===== config.mk =====
export PLATFORM = sky130hd
export DESIGN_NAME = serial_event_unit
export DESIGN_NICKNAME = d
export VERILOG_FILES = /design/src/rtl/serial_event_pkg.sv /design/src/rtl/sev_flag_cell.sv /design/src/rtl/sev_req_gate.sv /design/src/rtl/sev_prio_enc.sv /design/src/rtl/serial_event_unit.sv
export SDC_FILE = /design/constraint.sdc
export NUM_CORES = 1
export LEC_CHECK = 0
export BUFFER_PORTS_ARGS = -buffer_cell sky130_fd_sc_hd__buf_2
export CAP_MARGIN = 10
export CORE_MARGIN = 2
export CORE_UTILIZATION = 44
export CTS_CLUSTER_DIAMETER = 100
export CTS_CLUSTER_SIZE = 28
export DETAILED_ROUTE_END_ITERATION = 16
export GPL_TIMING_DRIVEN = 1
export PLACE_DENSITY = 0.81
export SLEW_MARGIN = 10
export SYNTH_ARGS = -nofsm -noshare
export SYNTH_HDL_FRONTEND = slang
export SYNTH_HIERARCHICAL = 1
export SYNTH_SLANG_ARGS = --single-unit

===== constraint.sdc =====
create_clock -name clk -period 3.2 [get_ports clk]
set_clock_uncertainty 0.1 [all_clocks]
set_input_delay 0.16 -clock clk [delete_from_list [all_inputs] [get_ports clk]]
set_output_delay 0.16 -clock clk [all_outputs]
set_load 0.01 [all_outputs]

===== src/rtl/serial_event_pkg.sv =====
// Shared constants for the serial event unit: flag positions and source codes.
package serial_event_pkg;
    localparam int NUM_FLAGS = 6;
    localparam int NUM_SRC   = 4;
    localparam int SRC_W     = $clog2(NUM_SRC);

    localparam int FLG_TXE = 0;
    localparam int FLG_RXF = 1;
    localparam int FLG_TND = 2;
    localparam int FLG_OVR = 3;
    localparam int FLG_PAR = 4;
    localparam int FLG_FRM = 5;

    typedef enum logic [SRC_W-1:0] {
        SRC_RX_ERR  = 2'd0,
        SRC_RX_FULL = 2'd1,
        SRC_TX_EMPT = 2'd2,
        SRC_TX_END  = 2'd3
    } src_code_e;
endpackage


===== src/rtl/sev_flag_cell.sv =====
// One status flag. It is set by a hardware strobe and cleared by a DMA pulse,
// or by a software write of 0 after a read that saw the flag as 1.
// Assumes the strobes are one cycle wide and synchronous to clk. Set wins over clear.
module sev_flag_cell (
    input  logic clk,
    input  logic rst_n,
    input  logic set_i,
    input  logic dma_clr_i,
    input  logic sw_rd_i,
    input  logic sw_wr_i,
    input  logic sw_wbit_i,
    output logic flag_o
);
    logic flag_q;
    logic armed_q;
    logic sw_clr;
    logic clr;

    // Clear sources combined; software clear needs a prior read of 1
    always_comb begin
        sw_clr = sw_wr_i && !sw_wbit_i && armed_q;
        clr    = sw_clr || dma_clr_i;
    end

    // Flag register, set has priority over clear
    always_ff @(posedge clk) begin
        if (!rst_n)
            flag_q <= 1'b0;
        else if (set_i)
            flag_q <= 1'b1;
        else if (clr)
            flag_q <= 1'b0;
    end

    // Remembers whether the last software read saw the flag as 1
    always_ff @(posedge clk) begin
        if (!rst_n)
            armed_q <= 1'b0;
        else if (sw_rd_i)
            armed_q <= flag_q;
        else if (sw_wr_i || dma_clr_i)
            armed_q <= 1'b0;
    end

    assign flag_o = flag_q;
endmodule


===== src/rtl/sev_req_gate.sv =====
// Builds the interrupt requests from flags and enables, and the DMA requests from flags alone.
// Assumes the flag vector layout given in serial_event_pkg.
module sev_req_gate
    import serial_event_pkg::*;
(
    input  logic [NUM_FLAGS-1:0] flags_i,
    input  logic                 en_tx_i,
    input  logic                 en_rx_i,
    input  logic                 en_tend_i,
    output logic [NUM_SRC-1:0]   irq_o,
    output logic                 dma_tx_o,
    output logic                 dma_rx_o
);
    logic any_err;

    // Interrupt gating per source, indexed by source code
    always_comb begin
        any_err                     = flags_i[FLG_OVR] | flags_i[FLG_PAR] | flags_i[FLG_FRM];
        irq_o                       = '0;
        irq_o[int'(SRC_RX_ERR)]     = en_rx_i   & any_err;
        irq_o[int'(SRC_RX_FULL)]    = en_rx_i   & flags_i[FLG_RXF];
        irq_o[int'(SRC_TX_EMPT)]    = en_tx_i   & flags_i[FLG_TXE];
        irq_o[int'(SRC_TX_END)]     = en_tend_i & flags_i[FLG_TND];
    end

    // DMA requests ignore the interrupt enables
    always_comb begin
        dma_tx_o = flags_i[FLG_TXE];
        dma_rx_o = flags_i[FLG_RXF];
    end
endmodule


===== src/rtl/sev_prio_enc.sv =====
// Fixed-priority encoder: the lowest index wins. Assumes N >= 2.
module sev_prio_enc #(
    parameter int N = 4,
    localparam int W = $clog2(N)
) (
    input  logic [N-1:0] req_i,
    output logic [W-1:0] idx_o,
    output logic         valid_o
);
    // Scan from lowest to highest priority so the highest priority is written last
    always_comb begin
        idx_o   = '0;
        valid_o = |req_i;
        for (int i = N - 1; i >= 0; i--) begin
            if (req_i[i])
                idx_o = W'(i);
        end
    end
endmodule


===== src/rtl/serial_event_unit.sv =====
// Status flags, interrupt and DMA requests for a serial port.
// Holds six flags and derives four gated interrupt requests, two DMA requests
// and the code of the highest-priority pending source. All strobe inputs are
// synchronous single-cycle pulses.
module serial_event_unit
    import serial_event_pkg::*;
(
    input  logic                 clk,
    input  logic                 rst_n,
    input  logic                 set_tx_empty,
    input  logic                 set_rx_full,
    input  logic                 set_tx_end,
    input  logic                 set_overrun,
    input  logic                 set_parity,
    input  logic                 set_framing,
    input  logic                 dma_tx_wr_done,
    input  logic                 dma_rx_rd_done,
    input  logic                 sw_rd,
    input  logic                 sw_wr,
    input  logic [NUM_FLAGS-1:0] sw_wdata,
    input  logic                 en_tx_irq,
    input  logic                 en_rx_irq,
    input  logic                 en_tend_irq,
    output logic [NUM_FLAGS-1:0] flag_bus,
    output logic                 irq_rx_err,
    output logic                 irq_rx_full,
    output logic                 irq_tx_empty,
    output logic                 irq_tx_end,
    output logic                 dma_tx_req,
    output logic                 dma_rx_req,
    output logic [SRC_W-1:0]     top_src,
    output logic                 top_valid
);
    logic [NUM_FLAGS-1:0] set_vec;
    logic [NUM_FLAGS-1:0] dma_clr_vec;
    logic [NUM_FLAGS-1:0] flags;
    logic [NUM_SRC-1:0]   irq_vec;

    // Gather the set strobes and DMA clears in flag-position order
    always_comb begin
        set_vec              = '0;
        set_vec[FLG_TXE]     = set_tx_empty;
        set_vec[FLG_RXF]     = set_rx_full;
        set_vec[FLG_TND]     = set_tx_end;
        set_vec[FLG_OVR]     = set_overrun;
        set_vec[FLG_PAR]     = set_parity;
        set_vec[FLG_FRM]     = set_framing;
        dma_clr_vec          = '0;
        dma_clr_vec[FLG_TXE] = dma_tx_wr_done;
        dma_clr_vec[FLG_RXF] = dma_rx_rd_done;
    end

    for (genvar g = 0; g < NUM_FLAGS; g++) begin : g_flag
        sev_flag_cell i_cell (
            .clk       (clk),
            .rst_n     (rst_n),
            .set_i     (set_vec[g]),
            .dma_clr_i (dma_clr_vec[g]),
            .sw_rd_i   (sw_rd),
            .sw_wr_i   (sw_wr),
            .sw_wbit_i (sw_wdata[g]),
            .flag_o    (flags[g])
        );
    end

    sev_req_gate i_gate (
        .flags_i   (flags),
        .en_tx_i   (en_tx_irq),
        .en_rx_i   (en_rx_irq),
        .en_tend_i (en_tend_irq),
        .irq_o     (irq_vec),
        .dma_tx_o  (dma_tx_req),
        .dma_rx_o  (dma_rx_req)
    );

    sev_prio_enc #(.N(NUM_SRC)) i_prio (
        .req_i   (irq_vec),
        .idx_o   (top_src),
        .valid_o (top_valid)
    );

    // Drive the individual request outputs and the status view
    always_comb begin
        flag_bus     = flags;
        irq_rx_err   = irq_vec[int'(SRC_RX_ERR)];
        irq_rx_full  = irq_vec[int'(SRC_RX_FULL)];
        irq_tx_empty = irq_vec[int'(SRC_TX_EMPT)];
        irq_tx_end   = irq_vec[int'(SRC_TX_END)];
    end
endmodule


### Word level (Yosys, flattened, before mapping)

Cells that the tools add are included.

| operators by class | value |
|---|---|
| reduce and logical (&&, ||, !) cells | 32 |
| bitwise operators | 6 |
| muxes and demuxes | 25 |

Operator list:

| kind | number |
|---|---|
| 2-to-1 mux 1 bit | 21 |
| nonzero test 2 bit | 9 |
| logical AND 1 bit | 12 |
| 2-to-1 mux 2 bit | 4 |
| zero test 1 bit | 6 |
| AND 1 bit | 4 |
| logical OR 1 bit | 4 |
| OR reduction 4 bit | 1 |
| bitwise OR 1 bit | 2 |

| word-level totals | value |
|---|---|
| output and inout bits | 15 |
| word-level logic and storage cells | 75 |
| register bits after elaboration | 12 |
| input port bits | 21 |

### Depth between registers and ports, before layout

| logic depth | value |
|---|---|
| depth in word-level cells | 6 |
| gate-level depth with buffers | 3 |
| depth with buffers taken out | 3 |

### Hierarchy

Netlist, hierarchy kept.

By module, submodules not included:

| module | cells each | instances | area each (µm²) | seq. area each (µm²) |
|---|---|---|---|---|
| sev_flag_cell | 9 | 6 | 87.6 | 40.0 |
| sev_req_gate | 6 | 1 | 42.5 | 0.0 |
| sev_prio_enc | 7 | 1 | 35.0 | 0.0 |
| serial_event_unit | 1 | 1 | 3.8 | 0.0 |

### Worst setup path after synthesis

No wires, ideal clock.

| path | value |
|---|---|
| path type | flip-flop to output port |
| start point | register g_flag[4].i_cell.flag_q |
| end point | output top_src[1] |
| arrival time | 1.052 ns |
| data required time | 2.940 ns |
| cell stages (with the launch flop) | 3 |
| path slack | 1.888 ns |
| path buffers | 0 |
| path through | dfxtp_1 > o31a_1 > nor3_1 |

| on the way | value |
|---|---|
| word-level cells in the longest chain between the ends | 4 |

RTL lines:

| what | RTL line | RTL |
|---|---|---|
| start, declared | sev_flag_cell.sv:14 | `logic flag_q;` |
| start signal, assigned | sev_flag_cell.sv:28 | `flag_q <= 1'b0;` |
| start signal, assigned | sev_flag_cell.sv:30 | `flag_q <= 1'b1;` |
| start signal, assigned | sev_flag_cell.sv:32 | `flag_q <= 1'b0;` |
| bitwise OR 1 bit (2 in a row) | sev_req_gate.sv:18 | `any_err = flags_i[FLG_OVR] \| flags_i[FLG_PAR] \| flags_i[FLG_FRM];` |
| AND 1 bit | sev_req_gate.sv:20 | `irq_o[int'(SRC_RX_ERR)] = en_rx_i & any_err;` |
| named net irq_rx_err | serial_event_unit.sv:25 | `output logic irq_rx_err,` |
| 2-to-1 mux 2 bit | sev_prio_enc.sv:15 | `if (req_i[i])` |
| end, declared | serial_event_unit.sv:31 | `output logic [SRC_W-1:0] top_src,` |

The timed path passes the listed nets, and every way through them passes these cells.

### Final worst setup path

| path | value |
|---|---|
| start point | register g_flag[4].i_cell.flag_q |
| end point | output top_src[1] |

| on the way | value |
|---|---|
| word-level cells in the longest chain between the ends | 4 |

RTL lines:

| what | RTL line |
|---|---|
| bitwise OR 1 bit (2 in a row) | sev_req_gate.sv:18 |
| AND 1 bit | sev_req_gate.sv:20 |
| 2-to-1 mux 2 bit | sev_prio_enc.sv:15 |

No other way between the ends.

==> flow_summary.rst <==
.. list-table::
   :header-rows: 1

   * - Metric
     - Value
   * - Final-report hold violation count
     - 0
   * - Port buffer count
     - 35
   * - Maximum number of pins on one net before global-route repair
     - 19
   * - Element type at the critical path start
     - flop
   * - Sum of routed wire length over all layers
     - roughly 1400 um
   * - RSZ-0062 raised after global routing
     - false
   * - Initial antenna violation count
     - 0
   * - Global-route wire length before repair
     - approximately 2100 um
   * - FP Rows
     - 13
   * - CTS Sinks
     - 12
   * - Number of remaining DRC errors
     - 0
   * - Final Max Tran Viols
     - 0
   * - Overall global routing resource usage
     - between 10% and 20%
   * - Max capacitance violation total
     - 0
   * - Post-detailed-route via-to-cell ratio
     - roughly 4.8
   * - Post-CTS clock slew at the launch and capture registers of the worst setup and hold paths
     - approximately 70 ps
   * - Final setup viols
     - 0
   * - Cell total after placement
     - roughly 120
   * - Warnings from Yosys
     - 6
   * - Worst setup path class
     - reg -> out
   * - I/O pins
     - 36
   * - Clock latency at the later pin of the worst-skew pair
     - between 200 and 300 ps
   * - Crit path time final
     - 1580 ps
   * - Clock root buffer master
     - clkbuf_4
   * - Area Overhead vs Synth
     - 48.0%
   * - Result of the run
     - complete, no violations
   * - Area of the multi-input gates
     - roughly 370 sq um
   * - List of cells traversed by the critical path
     - o31a_1 > nor3_1 > buf_2
   * - Leading area contributor after synthesis
     - dfxtp_1
   * - Unique masters post-synth
     - 16
   * - First-pass detailed-route iteration total
     - 3
   * - Ant. Diodes
     - 0
   * - Setup tns final
     - 0 ps
   * - Routed wire length per instance
     - between 10 and 15 um
   * - Number of levels in the clock H-tree
     - 1
   * - Worst-case clock buffer depth
     - 2
   * - Largest voltage drop on the vdd net
     - roughly 270 uV
   * - Synth Area per Inst
     - 8.92 sq um
   * - Cell types occupying the most area after synthesis
     - dfxtp_1 (40%), and3b_2 (9.9%), or4b_1 (9.9%)
   * - Max incr delay on CP
     - 360 ps
   * - Nets@finish
     - 139
   * - Die Span Y
     - ~40 um
   * - Final worst-path cycle share
     - 49.3%
   * - Post-route cell area
     - about 900 sq um
   * - Highest achievable clock rate
     - between 600 and 700 MHz
   * - Area of all sequential standard cells
     - 240 sq um
   * - Half-perimeter wire length of the detailed placement result
     - 1060 um
   * - Placed Area
     - roughly 810 sq um
   * - Sequential element share of the synthesized area
     - 39.6%
   * - Ratio of cells with drive above 1 in the final layout
     - between 30% and 40%
   * - Hold WC Path Type
     - in -> reg
   * - DRC marker count from the first detailed-route iteration
     - 7
   * - Vias in the first global route
     - approximately 550
   * - Post-CTS sizing
     - 0
   * - CTS tree
     - done
   * - FF+latch count, synth
     - 12
   * - Buffers inserted during post-CTS setup optimization
     - 0
   * - Netlist area before placement
     - 607 sq um
   * - Worst-case hold slack
     - about 12 ps
   * - Filler Cell Count
     - about 120
   * - Vias after detailed routing
     - 638
   * - Kind of cell with the highest combined delay on the critical path
     - compound AO/OA/AOI/OAI gates
   * - Power per Cell Area
     - just under 400 nW/um^2
   * - Count of hold buffers inserted by post-cts repair
     - 5
   * - Number of buffers and inverters on the critical path
     - 1
   * - Synth Instances
     - 68
   * - Die area
     - ~1700 sq um
   * - Gr ovfl total
     - 0
   * - Post-synth top area share
     - approximately 40%
   * - Data required, critical path
     - around 2900 ps
   * - P_leak
     - 0.441 nW
   * - X dimension of the die
     - approximately 40 um
   * - Core Footprint
     - approximately 1300 sq um
   * - Clock buffer count from CTS
     - 3
   * - Crit. End Element
     - primary output
   * - Post-route antenna net violation count
     - 0
   * - Arr. time, crit path
     - around 1300 ps
   * - Slowest stage cell, crit path
     - o31a_1
   * - RePlAce Congestion
     - between 0.6 and 0.7
   * - Starting Density
     - a little under half
   * - Final cell count without fillers
     - about 130
   * - Maximum fanout count along the critical path
     - 4
-- tightest hold or removal path, delay by kind of cell --
family	cells	cell delay, ps
AOI/OAI and AO/OA	1	80
buffers and inverters	1	70
and+or+nand+nor	1	30
-- routing by layer --
metal	GRT usage (%)	up-vias	wire, um
met5	0	-	0
met4	7.26	0	0
met3	9.78	0	87
met2	37.5	20	752
met1	18.0	286	558
li1	-	332	-
-- power breakdown --
part           internal, mW  switching (mW)  leakage (nW)  total (mW)
sequential            0.158         0.00664        0.0992       0.165
clock                0.0692          0.0520        0.0210       0.121
combinational        0.0341          0.0323         0.321      0.0663
-- through the flow --
| stage | setup WS (ps) | utilization [%] | power, mW |
|---|---|---|---|
| 6_report | 1620 | 69.0 | 0.352 |
| 5_1_grt | 1490 | 69.0 | 0.376 |
| 4_1_cts | 1610 | 69.0 | 0.357 |
| 3_5_place_dp | 1920 | 62.4 | 0.230 |
| 3_3_place_gp | 1960 | 62.4 | 0.228 |
| 2_1_floorplan | 1890 | - | 0.198 |
-- cells by family (layout without fill, tap and decap cells) --
logic type,Yosys count,in the layout,share of synthesized area (%)
flops,12,12,39.6
buf+inv,3,45,3.09
other cells,1,8,0.618
compound gates,14,14,15.3
simple gates,38,38,41.4
-- path summary, 6_finish.rpt --
check | depth (start not counted) | start | slack, ps | end
setup / recovery | 3 | g_flag[4].i_cell/flag_o | 1620 | top_src[1]
hold / removal | 3 | set_parity | 10 | g_flag[4].i_cell/flag_o
setup reg to reg | 2 | g_flag[0].i_cell/armed_q | 2110 | g_flag[0].i_cell/armed_q
hold reg to reg | 2 | g_flag[3].i_cell/flag_o | 390 | g_flag[3].i_cell/armed_q
-- state kept, by name, summed over array words and instances, names as in the netlist --
| register | count |
|---|---|
| g_flag.i_cell/flag_o | 6 |
| g_flag.i_cell/armed_q | 6 |
-- final cells by class --
class	count	area share, %
multi-input cells	60	41.6
well taps	15	2.09
repair buffers	40	25.1
inverters	1	0.418
clock buffers	4	4.04
flip-flops and latches	12	26.7
-- cell usage after synthesis --
cell      count
a21boi_1      6
a21oi_2       1
and2_1        3
and3b_2       6
buf_4         2
conb_1        1
dfxtp_1      12
inv_1         1
nand2_1      13
nand2b_1      1
nand3b_1      6
nor2_1        2
nor3_1        1
o21ai_0       6
o31a_1        1
or4b_1        6
-- cells in the final DEF, fill, tap and decap left out, drive strengths merged --
master,netlist,final
buf,2,35
nor2,2,2
nand2,13,13
inv,1,1
nand3b,6,6
o21ai,6,6
a21oi,1,1
o31a,1,1
clkbuf,0,4
conb,1,8
dlygate4sd3,0,5
a21boi,6,6
and3b,6,6
nor3,1,1
and2,3,3
nand2b,1,1
dfxtp,12,12
or4b,6,6
No activity file was read; power rests on OpenSTA's default activity.
